==> config.mk <==
export PLATFORM = sky130hd
export DESIGN_NAME = gpt_timer
export DESIGN_NICKNAME = d
export VERILOG_FILES = /design/src/rtl/gpt_pkg.sv /design/src/rtl/gpt_sync.sv /design/src/rtl/gpt_tick_gen.sv /design/src/rtl/gpt_capture.sv /design/src/rtl/gpt_timer.sv
export SDC_FILE = /design/constraint.sdc
export NUM_CORES = 1
export LEC_CHECK = 0
export BUFFER_PORTS_ARGS = -buffer_cell sky130_fd_sc_hd__buf_2
export CORE_MARGIN = 4
export CORE_UTILIZATION = 32
export CTS_CLUSTER_SIZE = 20
export DETAILED_ROUTE_END_ITERATION = 12
export SYNTH_ARGS = -nofsm -noshare
export SYNTH_HDL_FRONTEND = slang
export SYNTH_HIERARCHICAL = 1
export SYNTH_SLANG_ARGS = --single-unit
==> constraint.sdc <==
create_clock -name clk -period 2.93 [get_ports clk]
set_clock_uncertainty 0.1 [all_clocks]
set_input_delay 0.293 -clock clk [delete_from_list [all_inputs] [get_ports clk]]
set_output_delay 0.293 -clock clk [all_outputs]
set_load 0.03 [all_outputs]
==> src/rtl/gpt_pkg.sv <==
package gpt_pkg;
  localparam int GPT_W     = 16;
  localparam int GPT_PSC_W = 8;
  localparam int GPT_AW    = 3;

  localparam logic [GPT_AW-1:0] A_MODE = 3'd0;
  localparam logic [GPT_AW-1:0] A_CAPT = 3'd1;
  localparam logic [GPT_AW-1:0] A_CNT  = 3'd2;
  localparam logic [GPT_AW-1:0] A_REFV = 3'd3;
  localparam logic [GPT_AW-1:0] A_EVT  = 3'd4;

  localparam logic [1:0] SRC_STOP  = 2'd0;
  localparam logic [1:0] SRC_SYS   = 2'd1;
  localparam logic [1:0] SRC_DIV16 = 2'd2;
  localparam logic [1:0] SRC_EXT   = 2'd3;

  localparam logic [1:0] EDGE_OFF  = 2'd0;
  localparam logic [1:0] EDGE_RISE = 2'd1;
  localparam logic [1:0] EDGE_FALL = 2'd2;
  localparam logic [1:0] EDGE_ANY  = 2'd3;

  typedef struct packed {
    logic [GPT_PSC_W-1:0] psc;
    logic [1:0]           cap_edge;
    logic                 cap_ie;
    logic                 out_toggle;
    logic                 ref_ie;
    logic                 restart;
    logic [1:0]           clk_src;
  } mode_t;
endpackage

==> src/rtl/gpt_sync.sv <==
module gpt_sync #(
  parameter int STAGES = 2
) (
  input  logic clk,
  input  logic rst_n,
  input  logic d,
  output logic lvl,
  output logic lvl_d
);
  logic [STAGES-1:0] chain;

  always_ff @(posedge clk or negedge rst_n) begin
    if (!rst_n) begin
      chain <= '0;
      lvl_d <= 1'b0;
    end else begin
      chain <= {chain[STAGES-2:0], d};
      lvl_d <= chain[STAGES-1];
    end
  end

  assign lvl = chain[STAGES-1];
endmodule

==> src/rtl/gpt_tick_gen.sv <==
module gpt_tick_gen import gpt_pkg::*; #(
  parameter int PSC_W = GPT_PSC_W,
  parameter int DIV_W = 4
) (
  input  logic             clk,
  input  logic             rst_n,
  input  logic             restart_psc,
  input  logic [1:0]       src,
  input  logic [PSC_W-1:0] psc,
  input  logic             ext_rise,
  output logic             tick
);
  localparam logic [DIV_W-1:0] DIV_LAST = {DIV_W{1'b1}};

  logic [DIV_W-1:0] div_cnt;
  logic [PSC_W-1:0] ps_cnt;
  logic             base;

  always_comb begin
    unique case (src)
      SRC_SYS:   base = 1'b1;
      SRC_DIV16: base = (div_cnt == DIV_LAST);
      SRC_EXT:   base = ext_rise;
      default:   base = 1'b0;
    endcase
  end

  assign tick = base && (ps_cnt == psc);

  always_ff @(posedge clk or negedge rst_n) begin
    if (!rst_n) begin
      div_cnt <= '0;
      ps_cnt  <= '0;
    end else if (restart_psc) begin
      div_cnt <= '0;
      ps_cnt  <= '0;
    end else begin
      div_cnt <= div_cnt + 1'b1;
      if (base) ps_cnt <= (ps_cnt == psc) ? '0 : ps_cnt + 1'b1;
    end
  end

  // the prescaler phase never runs past the programmed divisor
  a_r4_psc_range: assert property (@(posedge clk) disable iff (!rst_n)
    ps_cnt <= psc);
endmodule

==> src/rtl/gpt_capture.sv <==
module gpt_capture import gpt_pkg::*; #(
  parameter int W      = GPT_W,
  parameter int STAGES = 2
) (
  input  logic         clk,
  input  logic         rst_n,
  input  logic         cap_in,
  input  logic [1:0]   edge_sel,
  input  logic [W-1:0] cnt,
  output logic         cap_evt,
  output logic [W-1:0] cap_val
);
  logic s_lvl, s_prev, rise, fall;

  gpt_sync #(.STAGES(STAGES)) u_sync (
    .clk(clk), .rst_n(rst_n), .d(cap_in), .lvl(s_lvl), .lvl_d(s_prev)
  );

  assign rise = s_lvl & ~s_prev;
  assign fall = ~s_lvl & s_prev;

  always_comb begin
    unique case (edge_sel)
      EDGE_RISE: cap_evt = rise;
      EDGE_FALL: cap_evt = fall;
      EDGE_ANY:  cap_evt = rise | fall;
      default:   cap_evt = 1'b0;
    endcase
  end

  always_ff @(posedge clk or negedge rst_n) begin
    if (!rst_n)       cap_val <= '0;
    else if (cap_evt) cap_val <= cnt;
  end

  // a qualifying edge stores the counter seen in that cycle
  a_r10_cap_value: assert property (@(posedge clk) disable iff (!rst_n)
    cap_evt |=> (cap_val == $past(cnt)));
  // with capture disabled the stored value is untouched
  a_r10_cap_off_hold: assert property (@(posedge clk) disable iff (!rst_n)
    (edge_sel == EDGE_OFF) |=> $stable(cap_val));
endmodule

==> src/rtl/gpt_timer.sv <==
module gpt_timer import gpt_pkg::*; #(
  parameter int CNT_W       = GPT_W,
  parameter int DIV_W       = 4,
  parameter int SYNC_STAGES = 2
) (
  input  logic              clk,
  input  logic              rst_n,
  input  logic              bus_sel,
  input  logic              bus_wr,
  input  logic [GPT_AW-1:0] bus_addr,
  input  logic [CNT_W-1:0]  bus_wdata,
  output logic [CNT_W-1:0]  bus_rdata,
  input  logic              ext_clk_in,
  input  logic              cap_in,
  output logic              tmr_out,
  output logic              irq
);
  localparam logic [CNT_W-1:0] REF_RST = {CNT_W{1'b1}};

  mode_t            mode_q;
  logic [CNT_W-1:0] ref_q, cnt_q, cnt_inc, cap_val;
  logic             cap_flag, ref_flag;
  logic             wr_any, wr_mode, wr_cnt, wr_ref, wr_evt;
  logic             ext_lvl, ext_prev, ext_rise;
  logic             tick, cap_evt, ref_hit, wrap_now;

  // register port decode
  assign wr_any  = bus_sel & bus_wr;
  assign wr_mode = wr_any && (bus_addr == A_MODE);
  assign wr_cnt  = wr_any && (bus_addr == A_CNT);
  assign wr_ref  = wr_any && (bus_addr == A_REFV);
  assign wr_evt  = wr_any && (bus_addr == A_EVT);

  always_ff @(posedge clk or negedge rst_n) begin
    if (!rst_n) begin
      mode_q <= '0;
      ref_q  <= REF_RST;
    end else begin
      if (wr_mode) mode_q <= mode_t'(bus_wdata);
      if (wr_ref)  ref_q  <= bus_wdata;
    end
  end

  always_comb begin
    unique case (bus_addr)
      A_MODE:  bus_rdata = CNT_W'(mode_q);
      A_CAPT:  bus_rdata = cap_val;
      A_CNT:   bus_rdata = cnt_q;
      A_REFV:  bus_rdata = ref_q;
      A_EVT:   bus_rdata = {{(CNT_W-2){1'b0}}, ref_flag, cap_flag};
      default: bus_rdata = '0;
    endcase
  end

  // count clock path
  gpt_sync #(.STAGES(SYNC_STAGES)) u_ext_sync (
    .clk(clk), .rst_n(rst_n), .d(ext_clk_in), .lvl(ext_lvl), .lvl_d(ext_prev)
  );
  assign ext_rise = ext_lvl & ~ext_prev;

  gpt_tick_gen #(.PSC_W(GPT_PSC_W), .DIV_W(DIV_W)) u_tick (
    .clk(clk), .rst_n(rst_n), .restart_psc(wr_mode),
    .src(mode_q.clk_src), .psc(mode_q.psc), .ext_rise(ext_rise), .tick(tick)
  );

  // counter and compare
  assign wrap_now = mode_q.restart && (cnt_q == ref_q);
  assign cnt_inc  = wrap_now ? '0 : cnt_q + 1'b1;
  assign ref_hit  = tick && !wr_cnt && (cnt_inc == ref_q);

  always_ff @(posedge clk or negedge rst_n) begin
    if (!rst_n)      cnt_q <= '0;
    else if (wr_cnt) cnt_q <= '0;
    else if (tick)   cnt_q <= cnt_inc;
  end

  // capture
  gpt_capture #(.W(CNT_W), .STAGES(SYNC_STAGES)) u_cap (
    .clk(clk), .rst_n(rst_n), .cap_in(cap_in), .edge_sel(mode_q.cap_edge),
    .cnt(cnt_q), .cap_evt(cap_evt), .cap_val(cap_val)
  );

  // event flags: hardware set beats a software clear
  always_ff @(posedge clk or negedge rst_n) begin
    if (!rst_n) begin
      cap_flag <= 1'b0;
      ref_flag <= 1'b0;
    end else begin
      if (cap_evt)                     cap_flag <= 1'b1;
      else if (wr_evt && bus_wdata[0]) cap_flag <= 1'b0;
      if (ref_hit)                     ref_flag <= 1'b1;
      else if (wr_evt && bus_wdata[1]) ref_flag <= 1'b0;
    end
  end

  // output pin
  always_ff @(posedge clk or negedge rst_n) begin
    if (!rst_n)                  tmr_out <= 1'b1;
    else if (ref_hit)            tmr_out <= mode_q.out_toggle ? ~tmr_out : 1'b0;
    else if (!mode_q.out_toggle) tmr_out <= 1'b1;
  end

  assign irq = (cap_flag & mode_q.cap_ie) | (ref_flag & mode_q.ref_ie);

  // a restarting counter that sits on the reference goes back to zero
  a_r5_restart_zero: assert property (@(posedge clk) disable iff (!rst_n)
    (tick && !wr_cnt && mode_q.restart && (cnt_q == ref_q)) |=> (cnt_q == '0));
  // a counter write always leaves zero
  a_r7_write_clears: assert property (@(posedge clk) disable iff (!rst_n)
    wr_cnt |=> (cnt_q == '0));
  // in pulse mode a low output lasts one cycle unless another match follows
  a_r8_pulse_width: assert property (@(posedge clk) disable iff (!rst_n)
    (!tmr_out && !mode_q.out_toggle && !ref_hit && !wr_mode) |=> tmr_out);
  // a match sets the flag even when a clear arrives together
  a_r11_set_wins: assert property (@(posedge clk) disable iff (!rst_n)
    ref_hit |=> ref_flag);
  // a clear with no competing event empties the capture flag
  a_r11_w1c_cap: assert property (@(posedge clk) disable iff (!rst_n)
    (wr_evt && bus_wdata[0] && !cap_evt) |=> !cap_flag);
  // in toggle mode the pin only moves at a match
  a_r9_toggle_hold: assert property (@(posedge clk) disable iff (!rst_n)
    (mode_q.out_toggle && !ref_hit) |=> $stable(tmr_out));
endmodule

# After elaboration in Yosys (flattened, before gate mapping)
# Index checks and enable logic that the tools add are counted.
# totals
reg_bits	85
input_bits	25
output_inout_bits	18
wordCells	82
# op_classes
n_addsub	3
eq_ne	15
n_mux	17
bitwise	12
n_reduce_logical	16
# ops
operator	count
case mux 16 bit (5 select lines)	1
two-way mux 16 bit	3
== test 16 bit	2
two-way mux 8 bit	3
adder 16 x 1 -> 16 bit (second input constant)	1
logical AND 1 bit	10
adder 8 x 1 -> 8 bit (second input constant)	1
== test 2 bit (second input constant)	4
== test 8 bit	1
nonzero test 2 bit	4
two-way mux 1 bit	7
AND 1 bit	6
== test 3 x 2 -> 1 bit (second input constant)	2
case mux 1 bit (3 select lines)	2
adder 4 x 1 -> 4 bit (second input constant)	1
== test 2 x 1 -> 1 bit (second input constant)	2
== test 4 bit (second input constant)	1
two-way mux 4 bit	1
NOT 1 bit	4
== test 3 x 1 -> 1 bit (second input constant)	1
== test 3 bit (second input constant)	1
logical NOT 3 bit	1
inequality test 2 x 1 -> 1 bit (second input constant)	1
bitwise OR 1 bit	2
logical NOT 1 bit	1

# Logic depth before layout (Yosys ltp)
# Gate-level depths: netlist of run 1.
# depth
ltp_word	7
mapped_depth	11
ltp_nobuf	10

# Hierarchy
# Netlist of run 1, hierarchy kept.
# by_module_without_submodules
module	n_inst	cells_per_inst	area_each_um2	seq_area_each_um2
gpt_timer	1	348	3527.1	1297.5
gpt_capture	1	103	1043.5	400.4
gpt_tick_gen	1	74	715.7	300.3
gpt_sync	2	3	75.1	75.1

# Worst setup path after synthesis of run 1
# No wires, ideal clock.
# synth_path
kind	input -> register
from	input port bus_addr[0]
to	register u_tick.ps_cnt[5]
setup_time_ns	0.078
t_arrival_ns	2.682
t_required_ns	2.752
slack_ns	0.070
path_stages	6
path_cell_list	nor4_1 clkbuf_1 inv_1 o21a_1 or4_1 a21oi_1
# synth_between
elab_chain_len	3
elab_cells_between_ends	4
classes_between	mux (1); reduce/logical (3)
# synth_rtl
element	line_no	rtl
start: declaration	gpt_timer.sv:10	input logic [GPT_AW-1:0] bus_addr,
logical NOT 3 bit *	gpt_timer.sv:29	assign wr_mode = wr_any && (bus_addr == A_MODE);
logical AND 1 bit *	gpt_timer.sv:29	
via wr_mode	gpt_timer.sv:23	logic wr_any, wr_mode, wr_cnt, wr_ref, wr_evt;
two-way mux 8 bit / nonzero test 2 bit (equally long branches)	n/a	
end signal: assignment	gpt_tick_gen.sv:39	if (base) ps_cnt <= (ps_cnt == psc) ? '0 : ps_cnt + 1'b1;
end: declaration	gpt_tick_gen.sv:16	logic [PSC_W-1:0] ps_cnt;
# The timed path passes the listed nets; every way through them passes the cells marked *.
# A chain may end at the register's enable or synchronous reset.

# Worst setup path in the final report of run 1
# layout_path
from	register cnt_q[10]
to	register tmr_out
# layout_between
elab_chain_len	6
elab_cells_between_ends	8
classes_between	add/sub (1); eq/ne (3); mux (2); reduce/logical (2)
# layout_rtl
element	line_no	rtl
start: declaration	gpt_timer.sv:21	logic [CNT_W-1:0] ref_q, cnt_q, cnt_inc, cap_val;
start signal: assignment	gpt_timer.sv:74	else if (tick) cnt_q <= cnt_inc;
parallel branches: the longest is 2 deep, another holds adder 16 x 1 -> 16 bit	n/a	
two-way mux 16 bit *	gpt_timer.sv:68	assign cnt_inc = wrap_now ? '0 : cnt_q + 1'b1;
== test 16 bit *	gpt_timer.sv:69	assign ref_hit = tick && !wr_cnt && (cnt_inc == ref_q);
logical AND 1 bit *	gpt_timer.sv:69	
inequality test 2 x 1 -> 1 bit (no source line) / two-way mux 1 bit (equally long branches)	n/a	
end signal: assignment	gpt_timer.sv:99	else if (ref_hit) tmr_out <= mode_q.out_toggle ? ~tmr_out : 1'b0;
end: declaration	gpt_timer.sv:15	output logic tmr_out,
# Every way passes the cells marked *.

==> results of run 1 <==
cell type report:
cell class              count  area, um^2  share of cell area [%]
multi-input cells         399        3085                   48.60
inverters                  11       41.29                  0.6504
repair buffers             80       518.0                   8.159
flip-flops and latches     85        2148                   33.84
clock inverters             7       55.05                  0.8672
well taps                 220       275.3                   4.336
clock buffers               9       225.2                   3.547
through the flow:
| stage | area, um^2 | util, % |
|---|---|---|
| after detailed placement | 6033 | 36.25 |
| after global routing | 6349 | 38.15 |
| after floorplan | 5436 | - |
| after CTS | 6344 | 38.12 |
| after global placement | 6033 | 36.25 |
| final | 6349 | 38.15 |
metal layers:
| metal | routed length [um] | up-vias | track usage (%) |
|---|---|---|---|
| met4 | 387 | 0 | 6.240 |
| li1 | - | 2101 | - |
| met2 | 7773 | 154 | 27.67 |
| met1 | 7484 | 2347 | 23.87 |
| met3 | 901 | 35 | 3.349 |
| met5 | 0 | - | 0 |
power by group:
part           switching, mW  internal, mW  leakage [nW]  total, mW
combinational          0.600         0.557          1.44       1.16
clock                  0.528         0.587         0.139       1.12
sequential             0.362          1.42          1.06       1.79
sequential cells by signal (all words and copies together), names as in the netlist:
name and cells:
cnt_q 16, u_cap/cap_val 16, tmr_out 1, cap_flag 1, u_cap/u_sync/chain 2, u_cap/u_sync/lvl_d 1, u_ext_sync/lvl_d 1, u_ext_sync/chain 2
u_tick/div_cnt 4, u_tick/ps_cnt 8, mode_q 16, ref_q 16, ref_flag 1
critical path, delay by kind of cell (launching register included):
family | cells | cell delay (ps)
DFF | 1 | 640
AOI/OAI and AO/OA | 3 | 720
buffers and inverters | 1 | 160
muxes | 1 | 200
and+or+nand+nor | 2 | 810
kinds of logic (layout without fill, tap and decap cells):
group / Yosys count / in the layout
multiplexers: 54 / 54
XOR/XNOR: 37 / 37
adder cells (fa/ha/maj): 5 / 5
AO/OA/AOI/OAI: 133 / 133
AND/OR/NAND/NOR: 170 / 170
flip-flops: 85 / 85
buffers and inverters: 47 / 107
path summary, 6_finish.rpt:
path / end / cells past startpoint / start
min in group asynchronous: u_cap/cap_val[7] / 2 / rst_n
max: tmr_out / 7 / cnt_q[10]
min reg2reg: u_ext_sync/chain[1] / 0 / u_ext_sync/chain[0]
max in group asynchronous: tmr_out / 3 / rst_n
min: mode_q[2] / 2 / bus_wdata[2]
max reg2reg: tmr_out / 7 / cnt_q[10]
what timing repair did:
item,in CTS,in global routing
hold buffers,3,0
endpoints found under the hold margin,33,0
endpoints found under the setup margin,0,2
resized for setup,0,1
cells in the final DEF (no fill, tap or decap), types with 9 or more instances in the layout:
master	n
mux4_2	14
buf_2	41
nor4_1	9
nand2_1	22
dfstp_2	17
nand4_1	13
dfrtp_1	68
xnor2_1	18
or3_1	13
a221o_1	16
buf_4	35
nand3_1	30
clkbuf_16	9
xor2_1	19
o21ai_0	31
nor2b_1	19
a21oi_1	35
inv_1	11
a21bo_2	16
nor2_1	26
mux2_2	33
==> impl_results.md, run 1 <==
* Power density cells at between 600 and 700 nW/um^2
* Post-synth ARST share at between 90% and 100%
* Die X-Extent at roughly 140 um
* H-tree Lvls at 3
* DPL Wire Length at ~12,000 um
* Leakage at around 2.6 nW
* Initial antenna violation count at 0
* Layout cells sized above 1 at 31.81%
* First-pass GRT wire length at between 20,000 and 30,000 um
* Vias per cell at 5.718
* Crit-path max FO at 11
* Post-synth EDFFs at 0
* Yosys warns at 6
* Port buffer count at 42
* Setup Fix Bufs, Post-CTS at 0
* XOR/XNOR Fraction of Synth Area at 5.961%
* Max clock buf depth at 2
* CP Capture Type: flop
* Yosys top cell area share at roughly 31%
* Die extent in y at 138.3 um
* Setup violators final at 0
* Place WS at about 220 ps
* Worst path slowest cell: dfrtp_1
* Die area at ~19,000 um^2
* N_diodes at 0
* Row count at 47
* # nets final at between 600 and 700
* Overall Power at 4.059 mW
* Count of cell types in the netlist at 66
* Final worst slack at between 200 and 250 ps
* Gate Count Post-Synth at 531
* Skew-Pair Late Insertion Delay at about 350 ps
* Largest family of logic cells by synthesized area: simple AND/OR/NAND/NOR gates
* Hold WC Path Type: primary input to flop
* Largest net degree at the start of global routing at ~40
* Slowest cell delay on critical path at about 640 ps
* TritonCTS clock tree: done
* Synth Area in Adders at under 10%
* Pins Over Slew Limit at 0
* Grt ovf at 0
* Count leader, synth: dfrtp_1
* Seq/Total Area, Yosys at between 30% and 40%
* Router iterations before antenna repair at 5
* MaxCap Viol Count at 0
* # placed instances at ~790
* Slew @ Worst Pin at ~800 ps
* CP Data Arrival Time at about 2900 ps
* FF+latch count, synth at 85
* Total Neg Setup Slack at 0 ps
* CP Class: flop to flop
* Number of global-route vias before repair at between 4k and 5k
* Synth top cells by count: dfrtp_1 (68), a21oi_1 (35), mux2_2 (33)
* Area growth from synthesis to layout at 16.78%
* Hold Violations, Final at 0
* Initial Util at 32.67%
* # clock sinks at 85
* Via count at between 4k and 5k
* Core area at about 17,000 um^2
* Max_slew headroom at ~46%
* WHS at around 90 ps
* ANT nets after route at 0
* Drc violations at 0
* Total track usage at between 10% and 20%
* Max Fclk at between 0.3 and 0.4 GHz
* Fillers at ~1.6k
* Critical Path RT at slightly above 3000 ps
* Non-Filler Instances at ~810
* DR iter-0 viols at approximately 500
* DR WL/cell at 20.40 um
* Primary FF master, synth: dfrtp_1
* Syn avg cell area at slightly above 10 um^2
* RSZ-0062 raised after global routing: no
* Root Buffer: clkbuf_16
* Post-Syn Area at ~5400 um^2
* Ports at 43
* Synth top area cells: dfrtp_1 (31%), dfstp_2 (8.2%), mux2_2 (6.8%)
* Kind of start point of the critical path: flop
* Post-synthesis simple-gate area fraction at roughly 18%
* RD Place Congestion at approximately 0.95
* CP cell instances: inv_1 > or4_1 > mux2i_1 > o2111a_1 > nand4_1 > a32o_1 > a211oi_2
* Final min period at roughly 2700 ps
* Peak supply drop at between 0.2 and 0.3 mV
* R2R setup slack at ~200 ps
* CTS clk-pin slew, worst paths at roughly 70 ps
* Routed wire length at 16,550 um
* Outcome: finished clean
* Post-Syn Nets at between 500 and 600
* Cell taking the most area after synthesis: dfrtp_1
* Complex-gate fraction of the synthesized area at about 18%
* Period utilization at 93.02%
* Post-synthesis mux area share at ~14%
* CTS Buf Count at 9
(Power assumes the default switching activity.)
==> run 2: changes to the inputs <==
ABC_AREA = 1   (was not set)
GPL_TIMING_DRIVEN = 0   (was not set)
==> run 2 against run 1 <==
Largest power group unchanged. Sequential share of layout area grew 2.3 points. Final cell count up 21%. Design area is 6.3% lower. Critical path type is now primary input to output port. Critical path depth is 1 lower. Via count grew 2.9%.
==> impl_results.md, run 2 <==
* Ports at 43 (unchanged)
* Hold WC Path Type: primary input to flop (unchanged)
* Drc violations at 0 (unchanged)
* ANT nets after route at 0 (unchanged)
* Peak supply drop at 0.3114 mV (was 0.2896 mV)
* Number of global-route vias before repair at 4,564 (was 4,704)
* Seq/Total Area, Yosys at 41.82% (was 39.52%)
* Core area at 15,830 um^2 (was 16,640 um^2)
* Grt ovf at 0 (unchanged)
* Max Fclk at 0.3775 GHz (was 0.3669 GHz)
* Port buffer count at 42 (unchanged)
* Row count at 46 (was 47)
* Slew @ Worst Pin at 1056 ps (was 797.6 ps)
* Count of cell types in the netlist at 37 (was 66)
* Met2 Usage GRT at 25.88% (was 27.67%)
* Primary FF master, synth: dfrtp_1 (unchanged)
* Routed wire length at 15,190 um (was 16,550 um)
* TritonCTS clock tree: done (unchanged)
* Gate Count Post-Synth at 704 (was 531)
* Die extent in y at 134.7 um (was 138.3 um)
* Commonest non-fill, non-tap cell in the layout: nand2_1 (was dfrtp_1)
* CP Capture Type: output port (was flop)
* Syn avg cell area at 7.297 um^2 (was 10.24 um^2)
* Met1 usage at 25.45% (was 23.87%)
* Yosys top cell area share at 33.12% (was 31.30%)
* Post-synthesis mux area share at 0% (was 13.92%)
* Area growth from synthesis to layout at 15.73% (was 16.78%)
* Root Buffer: clkbuf_16 (unchanged)
* N_diodes at 0 (unchanged)
* Die area at 18,150 um^2 (was 19,140 um^2)
* H-tree Lvls at 3 (unchanged)
* Post-Syn Nets at 734 (was 561)
* Post-synth ARST share at 100.0% (unchanged)
* Pins Over Slew Limit at 0 (unchanged)
* Cell taking the most area after synthesis: dfrtp_1 (unchanged)
* Post-synth EDFFs at 0 (unchanged)
* Via count at 4,771 (was 4,637)
* Initial antenna violation count at 0 (unchanged)
* DR WL/cell at 15.49 um (was 20.40 um)
* Count leader, synth: nand2_1 (was dfrtp_1)
* Layout cells sized above 1 at 16.47% (was 31.81%)
* Slowest cell delay on critical path at 790 ps (was 640 ps)
* First-pass GRT wire length at 24,800 um (was 26,810 um)
* Synth top area cells: dfrtp_1 (33%), nand2_1 (17%), dfstp_2 (8.7%) (was dfrtp_1 (31%), dfstp_2 (8.2%), mux2_2 (6.8%))
* MaxCap Viol Count at 0 (unchanged)
* Setup violators final at 0 (unchanged)
* Total Neg Setup Slack at 0 ps (unchanged)
* Synth top cells by count: nand2_1 (227), inv_1 (82), dfrtp_1 (68) (was dfrtp_1 (68), a21oi_1 (35), mux2_2 (33))
* # clock sinks at 85 (unchanged)
* Yosys warns at 6 (unchanged)
* Max_slew headroom at 29.32% (was 46.13%)
* DR iter-0 viols at 368 (was 496)
* Kind of start point of the critical path: primary input (was flop)
* CP cell instances: buf_2 > nor3_1 > clkbuf_1 > a22oi_1 > o211ai_1 > buf_2 (was inv_1 > or4_1 > mux2i_1 > o2111a_1 > nand4_1 > a32o_1 > a211oi_2)
* FF+latch count, synth at 85 (unchanged)
* Final min period at 2649 ps (was 2726 ps)
* XOR/XNOR Fraction of Synth Area at 3.410% (was 5.961%)
* Post-CTS Resized at 0 (unchanged)
* Design Area, Final at 5946 um^2 (was 6349 um^2)
* Initial Util at 32.46% (was 32.67%)
* Vias per cell at 4.863 (was 5.718)
* Die X-Extent at 134.7 um (was 138.3 um)
* Fillers at 1,726 (was 1,630)
* Critical Path RT at 2540 ps (was 3090 ps)
* DP Area at 5648 um^2 (was 6033 um^2)
* Largest net degree at the start of global routing at 69 (was 41)
* Post-Syn Area at 5137 um^2 (was 5436 um^2)
* RSZ-0062 raised after global routing: no (unchanged)
* Most frequent cells in the layout: nand2_1 (227), inv_1 (82), dfrtp_1 (68) (was dfrtp_1 (68), buf_2 (41), a21oi_1 (35), buf_4 (35), mux2_2 (33))
* Worst path most repeated cell: buf_2
* DPL Wire Length at 11,700 um (was 12,120 um)
* Outcome: finished clean (unchanged)
* Complex-gate fraction of the synthesized area at 11.64% (was 17.70%)
* Global routing's busiest layer: met2 (unchanged)
* CTS clk-pin slew, worst paths at 60 ps (was 70 ps)
* # placed instances at 963 (was 792)
* CTS Buf Count at 9 (unchanged)
* Leakage at 2.929 nW (was 2.636 nW)
* RD Place Congestion at 0.9247 (was 0.9534)
* Worst path slowest cell: nor3_1 (was dfrtp_1)
* Crit-path max FO at 10 (was 11)
* Synth Area in Adders at 1.218% (was 1.151%)
* Post-synthesis simple-gate area fraction at 32.61% (was 17.81%)
* Power density cells at 835.1 nW/um^2 (was 639.4 nW/um^2)
* Period utilization at 90.40% (was 93.02%)
* Hold Violations, Final at 0 (unchanged)
* Router iterations before antenna repair at 5 (unchanged)
* Max clock buf depth at 2 (unchanged)
* CP Data Arrival Time at 2260 ps (was 2890 ps)
* Largest family of logic cells by synthesized area: simple AND/OR/NAND/NOR gates (unchanged)
* Setup Fix Bufs, Post-CTS at 0 (unchanged)
* # nets final at 791 (was 616)
* CP Class: primary input to output port (was flop to flop)
* Non-Filler Instances at 981 (was 811)
* Total track usage at 17.41% (was 17.44%)
* Skew-Pair Late Insertion Delay at 350 ps (about the same)
* Met3 GRT Util at 3.018% (was 3.349%)
run 2: through the flow:
stage                     utilization, %  setup WS [ps]  power, mW  hold WS (ps)
final                              37.57          281.3      4.965         65.99
after global routing               37.57          163.2      5.363         84.42
after CTS                          37.57          310.8      4.981         62.34
after detailed placement           35.68          267.8      3.887         100.5
after global placement             35.49          296.4      3.862         231.8
after floorplan                        -          973.1      3.332        -102.6
run 2: timing repair:
| item | CTS | global route |
|---|---|---|
| hold buffers | 3 | 0 |
| endpoints found under the hold margin | 19 | 0 |
| endpoints found under the setup margin | 0 | 0 |
run 2: kinds of logic after synthesis:
kind of cell / Yosys count
simple gates: 384
buf+inv: 116
compound gates: 94
flops: 85
xor+xnor: 20
fa+ha+maj: 5
run 2: power breakdown:
group	switching (mW)	internal, mW
logic	1.18	0.688
clock network	0.483	0.596
registers	0.442	1.58
total	2.10	2.86
run 2: path summary, 6_finish.rpt:
path	slack, ps	startpoint	depth (start not counted)	end
max	280	bus_addr[2]	6	bus_rdata[11]
min	70	bus_wdata[3]	3	mode_q[3]
max reg2reg	380	cnt_q[1]	14	tmr_out
min reg2reg	250	u_cap/u_sync/chain[0]	0	u_cap/u_sync/chain[1]
max in group asynchronous	1790	rst_n	3	ref_q[5]
min in group asynchronous	260	rst_n	2	u_cap/cap_val[7]
run 2: routing by layer:
metal  up-vias  part of all wire (%)  wire length [um]
met5         -                     0                 0
met4         0                   2.1               318
met3        22                   4.3               650
met2       103                    43              6542
met1      2254                    51              7681
li1       2392                     -                 -
run 2: final cells by class:
type / count / area, um^2 / area share, %
multi-input combinational: 503 / 2511 / 42.23
clock buffer: 12 / 246.5 / 4.146
clock inverter: 3 / 21.27 / 0.3577
buffer: 19 / 113.9 / 1.915
tap: 216 / 270.3 / 4.545
inverter: 97 / 364.1 / 6.124
sequential: 85 / 2148 / 36.13
timing repair buffer: 46 / 270.3 / 4.545
run 2: worst max-delay path, delay by kind of cell:
kind                   cells  cell delay [ps]
AO/OA/AOI/OAI              2              290
buffers and inverters      3              880
AND/OR/NAND/NOR            1              790
==> run 3: changes to the inputs <==
REMOVE_ABC_BUFFERS = 1   (was not set)
==> run 3 against run 2 <==
Sequential power is essentially flat. Core utilization is 0.39 points lower. Design area is 1.0% lower. Fmax rose by 3.6%. Sequential share of layout area is 0.38 points higher. Final cell count down 1.5%. Largest cell class unchanged. Largest power group unchanged.
==> impl_results.md, run 3 (synthesis gave the netlist of run 2 again) <==
* Port buffer count at 42 (unchanged)
* RR Startpoint: ref_q[9] (was cnt_q[1])
* Leakage at 2.888 nW (was 2.929 nW)
* Sw Pwr at 2.083 mW (was 2.102 mW)
* Largest net degree at the start of global routing at 53 (was 69)
* Crit path from: ref_q[9] (was bus_addr[2])
* CP Capture Type: flop (was output port)
* FF-to-FF End: tmr_out (unchanged)
* R2R setup slack at 370 ps (was 380 ps)
* Number of global-route vias before repair at 4,436 (was 4,564)
* MaxCap Viol Count at 0 (unchanged)
* Ports at 43 (unchanged)
* Row count at 46 (unchanged)
* Commonest non-fill, non-tap cell in the layout: nand2_1 (unchanged)
* Outcome: finished clean (unchanged)
* Setup violators final at 0 (unchanged)
* Slew @ Worst Pin at 1221 ps (was 1056 ps)
* Via count at 4,737 (was 4,771)
* Design Area, Final at 5884 um^2 (was 5946 um^2)
* CTS Buf Count at 9 (unchanged)
* Skew-Pair Late Insertion Delay at 360 ps (was 350 ps)
* Die extent in y at 134.7 um (unchanged)
* Root Buffer: clkbuf_16 (unchanged)
* Max Fclk at 0.3911 GHz (was 0.3775 GHz)
* # clock sinks at 85 (unchanged)
* H-tree Lvls at 3 (unchanged)
* TritonCTS clock tree: done (unchanged)
* Sequential share of power at 41.0% (was 40.7%)
* Worst path slowest cell: dfstp_2 (was nor3_1)
* DR WL/cell at 14.94 um (was 15.49 um)
* Switch share at 42.47% (was 42.34%)
* Vias per cell at 4.904 (was 4.863)
* Routed wire length at 14,430 um (was 15,190 um)
* Router iterations before antenna repair at 6 (was 5)
* CP Data Arrival Time at 2740 ps (was 2260 ps)
* DP Area at 5567 um^2 (was 5648 um^2)
* CP cell instances: inv_1 > nand2_1 > nand2_1 > nor2_1 > nand2_1 > nor2_1 > nand3_4 > nand2_1 > nand2_1 > nand2_1 > nand3_1 > nor2_2 > nand3_1 > nand2_1 > nand2_1 (was buf_2 > nor3_1 > clkbuf_1 > a22oi_1 > o211ai_1 > buf_2)
* # nets final at 775 (was 791)
* Pins Over Slew Limit at 0 (unchanged)
* # placed instances at 946 (was 963)
* Non-Filler Instances at 966 (was 981)
* Initial Util at 32.46% (unchanged)
* CP Class: flop to flop (was primary input to output port)
* RD Place Congestion at 0.8720 (was 0.9247)
* Combinational Power Share at 37.4% (was 37.6%)
* Hold Violations, Final at 0 (unchanged)
* R2r worst-path depth at 15 (was 14)
* First-pass GRT wire length at 23,740 um (was 24,800 um)
* Most frequent cells in the layout: nand2_1 (227), inv_1 (82), dfrtp_1 (68) (unchanged)
* Setup Fix Bufs, Post-CTS at 0 (unchanged)
* DR iter-0 viols at 426 (was 368)
* Util after Layout at 37.18% (was 37.57%)
* N_diodes at 0 (unchanged)
* Grt ovf at 0 (unchanged)
* Layout cells sized above 1 at 16.67% (was 16.47%)
* Hold_sp: bus_wdata[2] (was bus_wdata[3])
* Die area at 18,150 um^2 (unchanged)
* Core area at 15,830 um^2 (unchanged)
* ANT nets after route at 0 (unchanged)
* Critical Path End: tmr_out (was bus_rdata[11])
* Die X-Extent at 134.7 um (unchanged)
* Fillers at 1,692 (was 1,726)
* Max_slew headroom at 18.39% (was 29.32%)
* Power density cells at 833.6 nW/um^2 (was 835.1 nW/um^2)
* Critical Path RT at 3110 ps (was 2540 ps)
* CTS clk-pin slew, worst paths at 60 ps (about the same)
* Hold WC Path Type: primary input to flop (unchanged)
* Crit-path max FO at 29 (was 10)
* Kind of start point of the critical path: flop (was primary input)
* Overall Power at 4.905 mW (was 4.965 mW)
* Place WS at -73.24 ps (was 267.8 ps)
* Max clock buf depth at 2 (unchanged)
* Peak supply drop at 0.3380 mV (was 0.3114 mV)
* Final worst slack at 373.1 ps (was 281.3 ps)
* Slowest cell delay on critical path at 600 ps (was 790 ps)
* WHS at 65.32 ps (was 65.99 ps)
* Period utilization at 87.27% (was 90.40%)
* Total track usage at 16.68% (was 17.41%)
* Final min period at 2557 ps (was 2649 ps)
* Clock power frac at 21.5% (was 21.7%)
* Drc violations at 0 (unchanged)
* RSZ-0062 raised after global routing: no (unchanged)
* Levels on crit path at 15 (was 6)
* Initial antenna violation count at 0 (unchanged)
* Area growth from synthesis to layout at 14.54% (was 15.73%)
* Worst path most repeated cell: nand2_1 (was buf_2)
* Worst Path Buf+Inv at 1 (was 3)
* Largest delay share family, worst path: simple AND/OR/NAND/NOR gates (was buffers and inverters)
* DPL Wire Length at 10,510 um (was 11,700 um)
* Internal Pwr Total at 2.822 mW (was 2.863 mW)
* Total Neg Setup Slack at 0 ps (unchanged)
[run 3: changes by cell type in the layout (fill, tap and decap cells not counted), moves of 2 or more]
cell,delta
clkbuf_1,-11
buf_4,-3
clkinvlp_4,+3
nor3_1,-2
nor3_2,+2
[run 3: final cells by class]
cell class / instances / area, um^2 / share of cell area, %
Timing Repair Buffer: 49 / 304.0 / 5.167
Clock buffer: 10 / 229.0 / 3.891
Sequential cell: 85 / 2148 / 36.51
Multi-Input combinational cell: 503 / 2529 / 42.97
Clock inverter: 6 / 40.04 / 0.6804
Inverter: 97 / 364.1 / 6.188
Tap cell: 216 / 270.3 / 4.593
[run 3: how the worst min path moves through the flow]
stage | end | depth (start not counted)
floorplan | cap_flag | 0
global placement | u_ext_sync/chain[1] | 0
detailed placement | u_cap/cap_val[8] | 1
CTS | mode_q[4] | 3
global route | mode_q[2] | 3
finish | mode_q[2] | 3
[run 3: tightest hold or removal path, stage by stage]
cell and delay [ps]:
buf_2 90, nand2_1 40, o21ai_0 60
[run 3: repair_timing]
action / 4_1_cts / 5_1_grt
hold buffers: 3 / 0
setup endpoints to repair: 0 / 2
resized for setup: 0 / 1
endpoints found under the hold margin: 28 / 0
[run 3: metal layers]
layer,GRT usage [%],up-vias,share of wire (%)
li1,-,2351,-
met1,24.50,2234,49
met2,24.96,132,44
met3,3.204,20,5.9
met4,4.977,0,1.5
met5,0,-,0
[run 3: power groups by stage]
stage                     sequential (mW)  clock (mW)  combinational [mW]
after global routing                 2.07        1.13                2.11
after global placement               2.02           0                1.79
after floorplan                      1.90           0                1.41
after detailed placement             2.02           0                1.81
after CTS                            2.01        1.08                1.83
final                                2.01        1.06                1.84
